[src/rtl/pcm_port_pkg.sv]
package pcm_port_pkg;

    typedef enum logic [1:0] {
        ST_IDLE   = 2'd0,
        ST_ACTIVE = 2'd1,
        ST_BYPASS = 2'd2
    } port_state_t;

    localparam int unsigned SAMPLE_W_DEF = 16;
    localparam int unsigned SYNC_DEPTH_DEF = 2;

endpackage

[src/rtl/pcm_edge_sync.sv]
module pcm_edge_sync #(
    parameter int unsigned DEPTH = 2
) (
    input  logic clk,
    input  logic rst_n,
    input  logic bclk_in,
    input  logic fsync_in,
    input  logic data_in,
    output logic fall_evt,
    output logic rise_evt,
    output logic fsync_s,
    output logic data_s
);
    localparam int unsigned NSIG = 3;

    logic [NSIG-1:0] stage [DEPTH];
    logic            bclk_hist;

    genvar g;
    generate
        for (g = 0; g < DEPTH; g++) begin : g_stage
            if (g == 0) begin : g_first
                always_ff @(posedge clk or negedge rst_n) begin
                    if (!rst_n) stage[g] <= '0;
                    else        stage[g] <= {bclk_in, fsync_in, data_in};
                end
            end else begin : g_next
                always_ff @(posedge clk or negedge rst_n) begin
                    if (!rst_n) stage[g] <= '0;
                    else        stage[g] <= stage[g-1];
                end
            end
        end
    endgenerate

    always_ff @(posedge clk or negedge rst_n) begin
        if (!rst_n) bclk_hist <= 1'b0;
        else        bclk_hist <= stage[DEPTH-1][2];
    end

    assign fall_evt = bclk_hist & ~stage[DEPTH-1][2];
    assign rise_evt = ~bclk_hist & stage[DEPTH-1][2];
    assign fsync_s  = stage[DEPTH-1][1];
    assign data_s   = stage[DEPTH-1][0];

endmodule

[src/rtl/pcm_rx_deser.sv]
module pcm_rx_deser #(
    parameter int unsigned WIDTH = 16
) (
    input  logic             clk,
    input  logic             rst_n,
    input  logic             start,
    input  logic             shift,
    input  logic             din,
    output logic             done,
    output logic [WIDTH-1:0] word_o,
    output logic             strobe_o
);
    localparam int unsigned CW = $clog2(WIDTH);
    localparam logic [CW-1:0] LAST = CW'(WIDTH - 1);

    logic [WIDTH-1:0] shreg;
    logic [CW-1:0]    cnt;

    assign done = shift && (cnt == LAST);

    always_ff @(posedge clk or negedge rst_n) begin
        if (!rst_n) begin
            shreg <= '0;
            cnt   <= '0;
        end else if (start) begin
            cnt <= '0;
        end else if (shift) begin
            shreg <= {shreg[WIDTH-2:0], din};
            cnt   <= done ? '0 : cnt + 1'b1;
        end
    end

    always_ff @(posedge clk or negedge rst_n) begin
        if (!rst_n) begin
            word_o   <= '0;
            strobe_o <= 1'b0;
        end else begin
            strobe_o <= done;
            if (done) word_o <= {shreg[WIDTH-2:0], din};
        end
    end

endmodule

[src/rtl/pcm_tx_ser.sv]
module pcm_tx_ser #(
    parameter int unsigned WIDTH = 16
) (
    input  logic             clk,
    input  logic             rst_n,
    input  logic             load,
    input  logic [WIDTH-1:0] load_word,
    input  logic             launch,
    input  logic             active,
    output logic             bit_o,
    output logic             load_pulse_o
);
    logic [WIDTH-1:0] shreg;

    always_ff @(posedge clk or negedge rst_n) begin
        if (!rst_n) begin
            shreg <= '0;
            bit_o <= 1'b0;
        end else if (load) begin
            shreg <= load_word;
        end else if (launch) begin
            if (active) begin
                bit_o <= shreg[WIDTH-1];
                shreg <= {shreg[WIDTH-2:0], 1'b0};
            end else begin
                bit_o <= 1'b0;
            end
        end
    end

    always_ff @(posedge clk or negedge rst_n) begin
        if (!rst_n) load_pulse_o <= 1'b0;
        else        load_pulse_o <= load;
    end

endmodule

[src/rtl/pcm_voice_port.sv]
module pcm_voice_port
    import pcm_port_pkg::*;
#(
    parameter int unsigned SAMPLE_W   = SAMPLE_W_DEF,
    parameter int unsigned SYNC_DEPTH = SYNC_DEPTH_DEF
) (
    input  logic                clk,
    input  logic                rst_n,
    input  logic                bclk_i,
    input  logic                fsync_i,
    input  logic                sdin_i,
    output logic                sdout_o,
    input  logic                bypass_i,
    input  logic [SAMPLE_W-1:0] tx_word_i,
    output logic                tx_load_o,
    output logic [SAMPLE_W-1:0] rx_word_o,
    output logic                rx_strobe_o,
    output logic                core_en_o
);
    port_state_t state_q, state_d;

    logic fall_evt, rise_evt, fsync_s, data_s;
    logic mark, shift, rx_done, in_frame, tx_bit;

    pcm_edge_sync #(.DEPTH(SYNC_DEPTH)) u_sync (
        .clk      (clk),
        .rst_n    (rst_n),
        .bclk_in  (bclk_i),
        .fsync_in (fsync_i),
        .data_in  (sdin_i),
        .fall_evt (fall_evt),
        .rise_evt (rise_evt),
        .fsync_s  (fsync_s),
        .data_s   (data_s)
    );

    assign mark     = fall_evt & fsync_s & (state_q != ST_BYPASS);
    assign in_frame = (state_q == ST_ACTIVE);
    assign shift    = fall_evt & ~fsync_s & in_frame;

    pcm_rx_deser #(.WIDTH(SAMPLE_W)) u_rx (
        .clk      (clk),
        .rst_n    (rst_n),
        .start    (mark),
        .shift    (shift),
        .din      (data_s),
        .done     (rx_done),
        .word_o   (rx_word_o),
        .strobe_o (rx_strobe_o)
    );

    pcm_tx_ser #(.WIDTH(SAMPLE_W)) u_tx (
        .clk          (clk),
        .rst_n        (rst_n),
        .load         (mark),
        .load_word    (tx_word_i),
        .launch       (rise_evt),
        .active       (in_frame),
        .bit_o        (tx_bit),
        .load_pulse_o (tx_load_o)
    );

    // state register
    always_ff @(posedge clk or negedge rst_n) begin
        if (!rst_n) state_q <= ST_IDLE;
        else        state_q <= state_d;
    end

    // transitions: start, resync, complete, enter, leave
    always_comb begin
        state_d = state_q;
        unique case (state_q)
            ST_IDLE: begin
                if (bypass_i)  state_d = ST_BYPASS;
                else if (mark) state_d = ST_ACTIVE;
            end
            ST_ACTIVE: begin
                if (bypass_i)     state_d = ST_BYPASS;
                else if (mark)    state_d = ST_ACTIVE;
                else if (rx_done) state_d = ST_IDLE;
            end
            ST_BYPASS: begin
                if (!bypass_i) state_d = ST_IDLE;
            end
            default: state_d = ST_IDLE;
        endcase
    end

    // outputs decoded from state
    always_comb begin
        core_en_o = 1'b1;
        sdout_o   = tx_bit;
        unique case (state_q)
            ST_IDLE, ST_ACTIVE: begin
                core_en_o = 1'b1;
                sdout_o   = tx_bit;
            end
            ST_BYPASS: begin
                core_en_o = 1'b0;
                sdout_o   = sdin_i;
            end
            default: begin
                core_en_o = 1'b1;
                sdout_o   = tx_bit;
            end
        endcase
    end

endmodule

[config.mk]
export PLATFORM = sky130hd
export DESIGN_NAME = pcm_voice_port
export DESIGN_NICKNAME = d
export VERILOG_FILES = /design/src/rtl/pcm_port_pkg.sv /design/src/rtl/pcm_edge_sync.sv /design/src/rtl/pcm_rx_deser.sv /design/src/rtl/pcm_tx_ser.sv /design/src/rtl/pcm_voice_port.sv
export SDC_FILE = /design/constraint.sdc
export NUM_CORES = 1
export LEC_CHECK = 0
export BUFFER_PORTS_ARGS = -buffer_cell sky130_fd_sc_hd__buf_2
export CAP_MARGIN = 20
export CORE_UTILIZATION = 40
export CTS_CLUSTER_SIZE = 10
export DETAILED_ROUTE_END_ITERATION = 10
export RECOVER_POWER = 100
export SLEW_MARGIN = 20
export SYNTH_ARGS = -nofsm -noshare
export SYNTH_HDL_FRONTEND = slang
export SYNTH_SLANG_ARGS = --single-unit
[constraint.sdc]
create_clock -name clk -period 2.7 [get_ports clk]
set_input_delay 0.27 -clock clk [delete_from_list [all_inputs] [get_ports clk]]
set_output_delay 0.27 -clock clk [all_outputs]
set_load 0.005 [all_outputs]
### Word level (Yosys, flattened, before mapping)

Index checks and enable logic that the tools add are counted.

| cells by class | value |
|---|---|
| add/sub/neg operators | 1 |
| equality and inequality tests | 7 |
| muxes and demuxes | 16 |
| bitwise logic cells | 10 |
| reductions and logical operators | 9 |

Operators by type and width:

| kind | count |
|---|---|
| $mux W16 | 3 |
| $mux W2 | 6 |
| $mux W4 | 3 |
| $and A1 B1 Y1 | 6 |
| $pmux W2 S3 | 1 |
| $reduce_and A2 Y1 | 3 |
| $reduce_bool A2 Y1 | 3 |
| $add A4 B1 Y4 const B | 1 |
| $eq A4 B4 Y1 const B | 1 |
| $ne A2 B2 Y1 const B | 2 |
| $ne A4 B2 Y1 const B | 1 |
| $not A1 Y1 | 4 |
| $mux W1 | 3 |
| $ne A3 B2 Y1 const B | 1 |
| $reduce_and A3 Y1 | 1 |
| $eq A2 B1 Y1 const B | 1 |
| $eq A2 B2 Y1 const B | 1 |
| $logic_not A2 Y1 | 1 |
| $logic_and A1 B1 Y1 | 1 |

| word-level totals | value |
|---|---|
| register bits | 63 |
| bits of input ports | 22 |
| output and inout port bits | 20 |
| logic and storage cells | 54 |

### Depth between registers and ports, before layout

Gate-level depths: netlist of run 1.

| depth | value |
|---|---|
| depth after elaboration | 9 |
| mapped depth | 5 |
| depth with buffers taken out | 4 |

### Modules after synthesis

A second synthesis of run 1 with hierarchy kept.

| unflattened totals | value |
|---|---|
| cell total of the unflattened synthesis | 208 |
| area, all modules | 2,846.5 um2 |

Modules (own cells, without submodules):

| module | times used | cells each | area each (um2) | sequential area each (um2) |
|---|---|---|---|---|
| pcm_rx_deser | 1 | 90 | 1,500.2 | 900.9 |
| pcm_tx_ser | 1 | 97 | 1,029.7 | 450.4 |
| pcm_edge_sync | 1 | 9 | 190.2 | 175.2 |
| pcm_voice_port | 1 | 12 | 126.4 | 50.0 |

### Worst setup path after synthesis of run 1

Ideal clock, no wire load.

| path | value |
|---|---|
| kind | register to register |
| start point | reg u_rx.cnt[0] |
| end point | reg u_rx.word_o[0] |
| library setup time | 0.125 ns |
| data arrival time | 1.437 ns |
| data required time | 2.575 ns |
| path slack | 1.137 ns |
| stages on the path, launching flop included | 6 |
| path buffers | 1 |
| clock period less this slack | 1.563 ns |
| path through | dfrtp_1 ha_1 and3_1 nand3_4 buf_6 mux2_4 |

| on the way | value |
|---|---|
| cells in the longest elaborated chain, start to end | 2 |

RTL lines:

| item | line | RTL |
|---|---|---|
| from (decl) | pcm_rx_deser.sv:17 | `logic [CW-1:0] cnt;` |
| from (signal assigned) | pcm_rx_deser.sv:29 | `cnt <= done ? '0 : cnt + 1'b1;` |
| $eq A4 B4 Y1 | pcm_rx_deser.sv:19 | `assign done = shift && (cnt == LAST);` |
| $logic_and A1 B1 Y1 | pcm_rx_deser.sv:19 |  |
| to (signal assigned) | pcm_rx_deser.sv:39 | `if (done) word_o <= {shreg[WIDTH-2:0], din};` |
| to (decl) | pcm_rx_deser.sv:10 | `output logic [WIDTH-1:0] word_o,` |

Every way passes these cells.
A chain may end at the register's enable or synchronous reset.

### Final worst setup path of run 1

| path | value |
|---|---|
| start point | reg state_q[1] |
| end point | reg u_tx.shreg[9] |

| on the way | value |
|---|---|
| cells in the longest elaborated chain, start to end | 4 |
| elaborated cells between the ends (all ways) | 7 |
| classes of those cells | 2 x eq/ne; 1 x mux; 1 x bitwise; 3 x reduce/logical |

RTL lines:

| item | line | RTL |
|---|---|---|
| from (decl) | pcm_voice_port.sv:20 | `port_state_t state_q, state_d;` |
| from (signal assigned) | pcm_voice_port.sv:66 | `else state_q <= state_d;` |
| $ne A2 B2 Y1 | pcm_voice_port.sv:37 | `assign mark = fall_evt & fsync_s & (state_q != ST_BYPASS);` |
| $and A1 B1 Y1 | pcm_voice_port.sv:37 |  |
| $reduce_bool A2 Y1 (no source line) | - |  |
| $reduce_and A2 Y1 (no source line) | - |  |
| to (signal assigned) | pcm_tx_ser.sv:20 | `shreg <= load_word;` |
| to (signal assigned) | pcm_tx_ser.sv:24 | `shreg <= {shreg[WIDTH-2:0], 1'b0};` |
| to (decl) | pcm_tx_ser.sv:13 | `logic [WIDTH-1:0] shreg;` |

Several ways; a longest one is shown, not always the timed one.

==> summary.txt, run 1 <==
Layout
  • Final Core Density: 49.4%
  • Finished Layout Cells: 301
  • FF/Latch Area: 0.00158 mm2
  • FILL cells: 563
  • Layout cells sized above 1: 31.0%
  • Nets: 244
  • Most common cell after layout, fill and taps aside: dfrtp_1
  • Commonest non-fill, non-tap cells in the layout: 63 x dfrtp_1, 25 x mux2_2, 23 x buf_2, 19 x clkbuf_1
  • Area added between synthesis and finish: 16.8%
  • Ant. Diodes: 0
  • Multi-input logic area: 890 um2

Yosys
  • XOR/XNOR share of the synthesized area: 0%
  • Largest family of logic cells by synthesized area: multiplexers
  • Synth Area in Compound Gates: 8.98%
  • Warnings, synthesis: 0
  • Post-synthesis sequential area ratio: 61.5%
  • Top FF cell, synth: dfrtp_1
  • Mapped Cells: 172
  • Synthesized flop and latch total: 63
  • Synth unique cells: 39
  • Post-Syn Area: 0.00256 mm2
  • Simple-gate area share of the yosys netlist: 9.86%
  • Syn_area_per_cell: 14.9 um2
  • Post-Synth Adder-Cell Area: 0.488%
  • Share of synthesized flip-flops with an asynchronous set or reset: 100%
  • Number of enable flip-flop cells after synthesis: 0
  • Synthesized net count: 195
  • Post-synthesis mux area share: 16.7%

Critical path
  • Start of the worst register-to-register path: state_q[1]$_DFFE_PN0P_
  • CP max FO: 17
  • CP max-delay cell: nor2_1
  • Critical-path cell list: and2b_1 > nor2_1 > mux2_2
  • Worst Path Required: 2.92 ns
  • Buf+Inv Stages, Crit Path: 0
  • CP Launch Type: register
  • Critical path data arrival time: 2.28 ns
  • Critical path class: reg2reg
  • CP startpoint: state_q[1]$_DFFE_PN0P_
  • CP endpoint kind: register
  • CP delay by family, top: simple AND/OR/NAND/NOR gates
  • Max incr delay on CP: 0.84 ns

Power and ir drop
  • Pwr Density: 679 mW/mm2
  • Sequential share of power: 51.0%
  • Gate power share: 5.8%
  • Clock power share: 43.2%
  • Tot Pwr: 2.03 mW
  • Net Switching: 0.445 mW
  • Leak Pwr: 1.49 nW
  • Sw frac: 21.9%
  • Internal power: 1.59 mW
  • Max rail drop VDD: 0.000369 V

Clock tree
  • Inserted Clock Buffers: 9
  • CTS sink count: 63
  • Htree depth: 3
  • Clk buf depth: 2
  • CTS tree: built
  • # resized after CTS: 0
  • Clock Tree Root: clkbuf_8
  • Worst-skew pair later-pin latency: 0.34 ns
  • Clock transition at path regs: 0.07 ns

Floorplanning
  • # rows: 28
  • Area of the core: 0.00606 mm2
  • Starting density of the core: 42.3%
  • # IOs: 42
  • Die area: 0.00673 mm2
  • Die outline width: 82.0 um
  • Die Ht: 82.0 um

Timing
  • Slew @ Worst Pin: 1.56 ns
  • Hold Vio Cnt, Final: 0
  • Final number of max-transition violations: 30
  • Period utilisation layout: 76.2%
  • RSZ-0062 raised after global routing: no
  • Setup Total Neg Slack: 0 ns
  • Maximum clock rate: 486 MHz
  • Worst clock skew: 0.00595 ns
  • Final setup violation count: 0
  • Slew headroom: -3.99%
  • Post-layout min period: 2.06 ns

Global routing
  • Vias in the first global route: 1486
  • First-pass GRT wire length: 7.09 mm
  • GRT overflow: 0
  • Global router's overall resource usage: 14.6%
  • Initial antenna violation count: 0
  • Largest net degree at the start of global routing: 30

Detailed routing
  • Vias/cell: 5.06
  • DRC viols: 0
  • Routed len/inst: 14.1 um
  • Post-route ant nets: 0
  • Via count: 1523
  • Initial drt markers: 69
  • WL final: 4.25 mm
  • First drt pass iteration count: 4

Flow run
  • Maxcap violations: 1

Placed design
  • Post-DP HPWL: 2.82 mm
  • Placed Cells incl. Taps: 284
  • I/O Buffers: 41
  • GP Congestion: 0.766

Worst hold path
  • Hold path startpoint: bclk_i
  • Hold crit path type: in2reg

Run status
  • Failing checks: capacitance limit, slew limit
  • Status: finished, violations left
timing repair:
action | in CTS | in global routing
hold endpoints to repair | 27 | 0
setup buffers | 0 | 0
hold buffers | 1 | 0
metal layers:
metal	routed length, um	vias up	part of all wire [%]	GRT usage (%)
met3	292	9	6.9	7.22
met1	2080	739	49	18.7
met4	60	0	1.4	5.26
li1	-	730	-	-
met5	0	-	0	0
met2	1820	45	43	21.2
kinds of logic after synthesis:
| group | after synthesis |
|---|---|
| AND/OR/NAND/NOR | 37 |
| flip-flops | 63 |
| adder cells (fa/ha/maj) | 1 |
| multiplexers | 35 |
| buffers and inverters | 10 |
| AO/OA/AOI/OAI | 26 |
per-stage QoR:
stage / setup slack [ns] / cell area (um2) / hold WS (ns)
after floorplan: 1.14 / 2560 / -0.0256
after global placement: 0.905 / 2840 / 0.332
after detailed placement: 0.882 / 2840 / 0.335
after CTS: 0.868 / 3060 / 0.0221
after global routing: 0.433 / 2990 / 0.0126
final: 0.642 / 2990 / 0.0377
Yosys cell counts, drive strengths merged (2+ instances only):
library cell / n / share of area [%]
o21ai: 3 / 0.59
mux2: 34 / 16
a21oi: 2 / 0.54
and2: 14 / 3.4
inv: 3 / 0.44
a221o: 14 / 5.5
nand3: 5 / 1.5
clkbuf: 2 / 0.34
nand2: 4 / 0.68
nand2b: 3 / 0.73
dfrtp: 63 / 62
buf: 5 / 1.7
worst register-to-register path, stage by stage (launching register included):
cell and delay, ns:
dfrtp_1 0.45, and2b_1 0.23, nor2_1 0.84, mux2_2 0.42
flip-flops by register name (all words and copies together), names as in the netlist:
signal             count
u_sync.stage           4
u_tx.load_pulse_o      1
u_rx.strobe_o          1
u_rx.shreg            15
u_sync.fsync_s         1
u_sync.data_s          1
u_sync.bclk_hist       1
u_tx.shreg            16
u_rx.cnt               4
state_q                2
u_tx.bit_o             1
u_rx.word_o           16
power groups by stage:
stage	sequential, mW	clock (mW)	combinational, mW
finish	1.04	0.878	0.117
global route	1.05	0.952	0.132
CTS	1.04	0.908	0.121
detailed placement	1.05	0	0.121
global placement	1.05	0	0.118
floorplan	1.04	0	0.0722
final timing paths:
check | to | slack [ns] | cells past startpoint
max in group asynchronous | u_rx.word_o[12]$_DFFE_PN0P_ | 0.79 | 3
worst min-delay path | u_sync.stage[5]$_DFF_PN0_ | 0.04 | 1
worst min register to register | u_sync.fsync_s$_DFF_PN0_ | 0.35 | 0
worst max register to register | u_tx.shreg[9]$_DFFE_PN0P_ | 0.64 | 3
min in group asynchronous | u_rx.shreg[1]$_DFFE_PN0P_ | 0.87 | 2
worst max-delay path | u_tx.shreg[9]$_DFFE_PN0P_ | 0.64 | 3
area by class of cell:
| type | instances | share of cell area, % |
|---|---|---|
| Sequential cell | 63 | 52.7 |
| Multi-Input combinational cell | 99 | 29.7 |
| Timing Repair Buffer | 45 | 7.06 |
| Clock buffer | 10 | 4.26 |
| Tap cell | 75 | 3.13 |
| Clock inverter | 6 | 2.80 |
| Inverter | 3 | 0.376 |
Note: power is estimated with default switching activity, not from simulation.
==> run 2: changes to the inputs <==
Clock period 2.7 ns to 1.7 ns, I/O delays scaled along.
==> run 2 against run 1 <==
Effect of this change:
- the run now ends clean
- critical path type unchanged
- critical path depth grew 1
- routed wire length grew 4.7%
- maximum frequency grew 27%
- register-to-register slack lost 0.56 ns
- combinational power grew 74%
- setup slack lost 0.56 ns
- final cell count grew 2.7%
- clock skew is essentially flat
- first-iteration DRC count shrank 5.8%
- sequential power grew 59%
==> summary.txt, run 2 (synthesis gave the netlist of run 1 again) <==
Global routing
  • First-pass GRT wire length: 7.21 mm (+1.7%)
  • Largest net degree at the start of global routing: 50 (+67%)
  • GRT overflow: 0 (unchanged)
  • Global router's overall resource usage: 14.9% (+0.33 points)
  • Vias in the first global route: 1511 (+1.7%)
  • Initial antenna violation count: 0 (unchanged)

Layout
  • Commonest non-fill, non-tap cells in the layout: 62 x dfrtp_1, 40 x buf_2, 25 x mux2_2, 14 x and2_1, 14 x a221o_1
  • FILL cells: 527 (-6.4%)
  • Finished Layout Cells: 309 (+2.7%)
  • FF/Latch Area: 0.00158 mm2 (about the same)
  • Top flop regs: u_rx.word_o (16), u_tx.shreg (16), u_rx.shreg (15)
  • Nets: 253 (+3.7%)
  • Ant. Diodes: 0 (unchanged)
  • Area added between synthesis and finish: 23.0%
  • Layout cells sized above 1: 46.2% (+15 points)
  • Most common cell after layout, fill and taps aside: dfrtp_1
  • Multi-input logic area: 952 um2 (+7.0%)

Critical path
  • RR Endpoint: u_rx.word_o[9]$_DFFE_PN0P_
  • CP endpoint kind: register
  • Reg2reg path depth: 4 (+1)
  • CP delay by family, top: simple AND/OR/NAND/NOR gates
  • Start of the worst register-to-register path: u_rx.cnt[0]$_DFFE_PN0P_
  • Max incr delay on CP: 0.41 ns (-0.43 ns)
  • CP max FO: 8 (-9)
  • Buf+Inv Stages, Crit Path: 0 (unchanged)
  • Critical path data arrival time: 1.84 ns (-0.44 ns)
  • CP Launch Type: register
  • Worst setup path endpoint: u_rx.word_o[9]$_DFFE_PN0P_
  • Worst Path Required: 1.92 ns (-1.00 ns)
  • R2r setup slk: 0.08 ns (-0.56 ns)
  • CP max-delay cell: dfrtp_1
  • CP startpoint: u_rx.cnt[0]$_DFFE_PN0P_
  • Critical-path cell list: ha_1 > and3_2 > nand3_2 > mux2_2
  • Critical path class: reg2reg
  • Crit path depth: 4 (+1)

Timing
  • Slew headroom: 44.0% (+48 points)
  • Worst clock skew: 0.00603 ns (+0.0000822 ns)
  • Setup Total Neg Slack: 0 ns (unchanged)
  • Hold Vio Cnt, Final: 0 (unchanged)
  • Slew @ Worst Pin: 0.840 ns (-0.719 ns)
  • Post-layout min period: 1.62 ns (-0.435 ns)
  • Final setup violation count: 0 (unchanged)
  • Maximum clock rate: 616 MHz (+27%)
  • Final number of max-transition violations: 0 (-100%)
  • Period utilisation layout: 95.4% (+19 points)
  • RSZ-0062 raised after global routing: yes

Floorplanning
  • Die Ht: 82.0 um (unchanged)
  • # IOs: 42 (unchanged)
  • Starting density of the core: 42.3% (unchanged)
  • Die outline width: 82.0 um (unchanged)
  • Area of the core: 0.00606 mm2 (unchanged)
  • Die area: 0.00673 mm2 (unchanged)
  • # rows: 28 (unchanged)

Placed design
  • I/O Buffers: 41 (unchanged)
  • GP Congestion: 0.782 (+2.1%)
  • Placed Cells incl. Taps: 288 (+1.4%)
  • Post-DP HPWL: 2.88 mm (+2.0%)

Power and ir drop
  • Leak Pwr: 1.63 nW (+9.4%)
  • Max rail drop VDD: 0.000617 V (+67%)
  • Pwr Density: 999 mW/mm2 (+47%)

Flow run
  • Maxcap violations: 0 (-1)

Detailed routing
  • Met1 Routed Length: 1.99 mm (-4.4%)
  • DRC viols: 0 (unchanged)
  • First drt pass iteration count: 4 (unchanged)
  • Max Used Layer: met4
  • Post-route ant nets: 0 (unchanged)
  • Vias/cell: 5.02 (-0.80%)
  • Routed wl met3: 314 um (+7.5%)
  • WL final: 4.45 mm (+4.7%)
  • Via count: 1551 (+1.8%)
  • Routed len/inst: 14.4 um (+2.0%)
  • Metal2 WL: 2.09 mm (+15%)
  • Initial drt markers: 65 (-5.8%)

Clock tree
  • Htree depth: 3 (unchanged)
  • Worst-skew pair later-pin latency: 0.33 ns (about the same)
  • Inserted Clock Buffers: 9 (unchanged)
  • CTS sink count: 63 (unchanged)
  • CTS tree: built
  • Clock transition at path regs: 0.07 ns (about the same)
  • Clock Tree Root: clkbuf_8
  • Clk buf depth: 2 (unchanged)

Run status
  • Status: completed

Worst hold path
  • Hold crit path type: in2reg
## run 2: worst min path at each step
stage                              from                          to  slack [ns]  cells after the start
after floorplan                   rst_n      state_q[0]$_DFFE_PN0P_       -0.13                      0
after global placement            rst_n  u_rx.word_o[1]$_DFFE_PN0P_         0.1                      1
after detailed placement          rst_n  u_rx.word_o[2]$_DFFE_PN0P_        0.10                      1
after CTS                  tx_word_i[7]   u_tx.shreg[7]$_DFFE_PN0P_        0.04                      2
after global routing      tx_word_i[15]  u_tx.shreg[15]$_DFFE_PN0P_        0.04                      2
final                     tx_word_i[15]  u_tx.shreg[15]$_DFFE_PN0P_        0.07                      2
## run 2: final cells by class
type	instances	area share, %
Clock buffer	12	4.92
Sequential cell	63	50.1
Inverter	3	0.357
Multi-Input combinational cell	100	30.2
Tap cell	75	2.98
Timing Repair Buffer	53	10.1
Clock inverter	3	1.35
## run 2: timing repair
item | in CTS | in global routing
buffers inserted | 0 | 0
hold endpoints to repair | 18 | 0
hold buffers | 5 | 0
resized for setup | 0 | 5
setup endpoints to repair | 0 | 32
## run 2: per-stage QoR
step | utilization [%] | setup WS, ns | power [mW] | hold WS (ns) | instance area, um2
2_1_floorplan | - | 0.137 | 1.77 | -0.126 | 2560
3_3_place_gp | 47.5 | 0.0487 | 1.87 | 0.0985 | 2880
3_5_place_dp | 47.5 | 0.0317 | 1.88 | 0.104 | 2880
4_1_cts | 51.6 | 0.0299 | 3.20 | 0.0448 | 3130
5_1_grt | 52.0 | -0.00595 | 3.31 | 0.0432 | 3150
6_report | 52.0 | 0.0777 | 3.15 | 0.0657 | 3150
## run 2: where the power goes
group | switching, mW | leakage, nW | internal, mW
clock | 0.544 | 0.0985 | 0.747
combinational | 0.0847 | 0.692 | 0.120
sequential | 0.0562 | 0.837 | 1.60
## run 2: per-layer routing
layer,vias to the layer above,track usage (%)
met2,48,22.5
met4,0,5.26
li1,753,-
met3,8,8.11
met5,-,0
met1,742,17.9
==> run 3: changes to the inputs <==
Settings changed: CORE_ASPECT_RATIO set to 0.75, CORE_UTILIZATION 40 to 50, PLACE_DENSITY set to 0.75.
==> run 3 against run 2 <==
Effect of this change:
- die area decreased by 19%
- combinational power fell by 5%
- first-iteration DRC count is 71% higher
- non-clock buffer count down 1
- via count decreased by 0.19%
- count of clock-buffer cells in the layout rose by 1
- largest cell class unchanged
==> summary.txt, run 3 (synthesis gave the netlist of run 1 again) <==
Critical path
  • CP startpoint: state_q[1]$_DFFE_PN0P_
  • Worst setup path endpoint: u_tx.shreg[9]$_DFFE_PN0P_
  • CP delay by family, top: multiplexers
  • CP max-delay cell: dfrtp_1
  • Worst Path Required: 1.90 ns (-0.02 ns)
  • Reg2reg path depth: 3 (-1)
  • CP max FO: 6 (-2)
  • CP endpoint kind: register
  • Max incr delay on CP: 0.46 ns (+0.05 ns)
  • Critical path class: reg2reg
  • RR Endpoint: u_tx.shreg[9]$_DFFE_PN0P_
  • R2r setup slk: 0.04 ns (-0.04 ns)
  • Start of the worst register-to-register path: state_q[1]$_DFFE_PN0P_
  • Crit path depth: 3 (-1)
  • Critical path data arrival time: 1.86 ns (+0.02 ns)
  • Buf+Inv Stages, Crit Path: 0 (unchanged)
  • Cell mode on critical path: mux2_2
  • CP Launch Type: register
  • Critical-path cell list: nor4bb_2 > mux2_2 > mux2_2

Clock tree
  • Clock transition at path regs: 0.06 ns (about the same)
  • CTS sink count: 63 (unchanged)
  • Inserted Clock Buffers: 9 (unchanged)
  • Clock Tree Root: clkbuf_8
  • Setup Fix Bufs, Post-CTS: 0 (unchanged)
  • Clk buf depth: 2 (unchanged)
  • Htree depth: 3 (unchanged)
  • Worst-skew pair later-pin latency: 0.32 ns (about the same)
  • CTS tree: built

Timing
  • Slew headroom: 46.4% (+2.5 points)
  • Final setup violation count: 0 (unchanged)
  • Final number of max-transition violations: 0 (unchanged)
  • Slew @ Worst Pin: 0.803 ns (-0.0371 ns)
  • Period utilisation layout: 97.5% (+2.1 points)
  • Final hold slack: 0.0247 ns (-0.0410 ns)
  • Setup Total Neg Slack: 0 ns (unchanged)
  • RSZ-0062 raised after global routing: yes
  • Maximum clock rate: 603 MHz (-2.2%)
  • Hold Vio Cnt, Final: 0 (unchanged)
  • Worst clock skew: 0.00687 ns (+0.000839 ns)
  • Post-layout min period: 1.66 ns (+0.0359 ns)

Layout
  • Commonest non-fill, non-tap cells in the layout: 63 x dfrtp_1, 38 x buf_2, 25 x mux2_2, 14 x and2_1, 14 x a221o_1
  • Finished Cell Area: 0.00305 mm2 (-3.1%)
  • Multi-input logic area: 936 um2 (-1.7%)
  • Most common cell after layout, fill and taps aside: dfrtp_1
  • Layout cells sized above 1: 42.4% (-3.7 points)
  • Area added between synthesis and finish: 19.2%
  • Top flop regs: u_rx.word_o (16), u_tx.shreg (16), u_rx.shreg (15)
  • Final Core Density: 62.3% (+10 points)
  • Nets: 251 (-0.79%)
  • FILL cells: 385 (-27%)
  • Ant. Diodes: 0 (unchanged)
  • FF/Latch Area: 0.00158 mm2 (about the same)

Placed design
  • Post-DP Area: 0.00286 mm2 (-0.65%)
  • Post-DP HPWL: 2.86 mm (-0.72%)
  • I/O Buffers: 41 (unchanged)
  • GP Congestion: 0.822 (+5.1%)

Detailed routing
  • Initial drt markers: 111 (+71%)
  • WL final: 4.24 mm (-4.8%)
  • Vias/cell: 5.32 (+6.0%)
  • First drt pass iteration count: 6 (+2)
  • DRC viols: 0 (unchanged)
  • Post-route ant nets: 0 (unchanged)
  • Via count: 1548 (-0.19%)
  • Routed len/inst: 14.6 um (+1.1%)

Global routing
  • First-pass GRT wire length: 7.04 mm (-2.3%)
  • GRT overflow: 0 (unchanged)
  • Largest net degree at the start of global routing: 64 (+28%)
  • Vias in the first global route: 1482 (-1.9%)
  • Initial antenna violation count: 0 (unchanged)
  • Global router's overall resource usage: 17.4% (+2.5 points)

Worst hold path
  • Hold crit path type: in2reg

Floorplanning
  • # rows: 22 (-21%)
  • Die area: 0.00542 mm2 (-19%)
  • Area of the core: 0.00490 mm2 (-19%)
  • # IOs: 42 (unchanged)
  • Starting density of the core: 52.3% (+10 points)
  • Die outline width: 84.7 um (+3.2%)
  • Die Ht: 64.0 um (-22%)

Power and ir drop
  • Pwr Density: 958 mW/mm2 (-4.1%)
  • Leak Pwr: 1.59 nW (-2.1%)
  • Max rail drop VDD: 0.000778 V (+26%)

Run status
  • Status: completed

Flow run
  • Maxcap violations: 0 (unchanged)
## run 3: how the worst min path moves through the flow
stage | cells past startpoint | to | slack (ns) | from
3_3_place_gp | 2 | u_tx.shreg[5]$_DFFE_PN0P_ | 0.20 | rst_n
6_report | 2 | state_q[0]$_DFFE_PN0P_ | 0.02 | bypass_i
5_1_grt | 2 | state_q[0]$_DFFE_PN0P_ | 0.01 | bypass_i
3_5_place_dp | 2 | u_tx.shreg[5]$_DFFE_PN0P_ | 0.20 | rst_n
4_1_cts | 2 | state_q[0]$_DFFE_PN0P_ | 0.007 | bypass_i
2_1_floorplan | 0 | state_q[0]$_DFFE_PN0P_ | -0.13 | rst_n
## run 3: cell type report
type / instances / share of cell area, %
Timing Repair Buffer: 52 / 9.55
Sequential cell: 63 / 51.6
Multi-Input combinational cell: 99 / 30.6
Clock inverter: 1 / 0.164
Inverter: 3 / 0.369
Tap cell: 60 / 2.46
Clock buffer: 13 / 5.20
## run 3: per-layer routing
metal  vias to the layer above  GRT usage (%)  share of wire (%)
met5                         -              0                  0
met4                         0           6.36                1.1
met1                       770           24.4                 51
met3                         6           6.59                4.2
met2                        32           24.8                 44
li1                        740              -                  -
## run 3: per-stage QoR
stage	worst slack (ns)	power, mW	instances
after CTS	0.0449	2.97	291
after detailed placement	0.0435	1.87	273
after global placement	0.0487	1.87	273
final	0.0418	2.92	291
after floorplan	0.137	1.77	172
after global routing	-0.0517	3.07	291
## run 3: power by group
| group | internal [mW] | switching [mW] |
|---|---|---|
| registers | 1.60 | 0.0574 |
| logic | 0.110 | 0.0837 |
| clock network | 0.591 | 0.486 |
| total | 2.30 | 0.627 |
## run 3: timing repair
item                                    in CTS  in global routing
endpoints found under the hold margin       66                  0
hold buffers                                 4                  0
resized for setup                            0                  1
endpoints found under the setup margin       0                 35
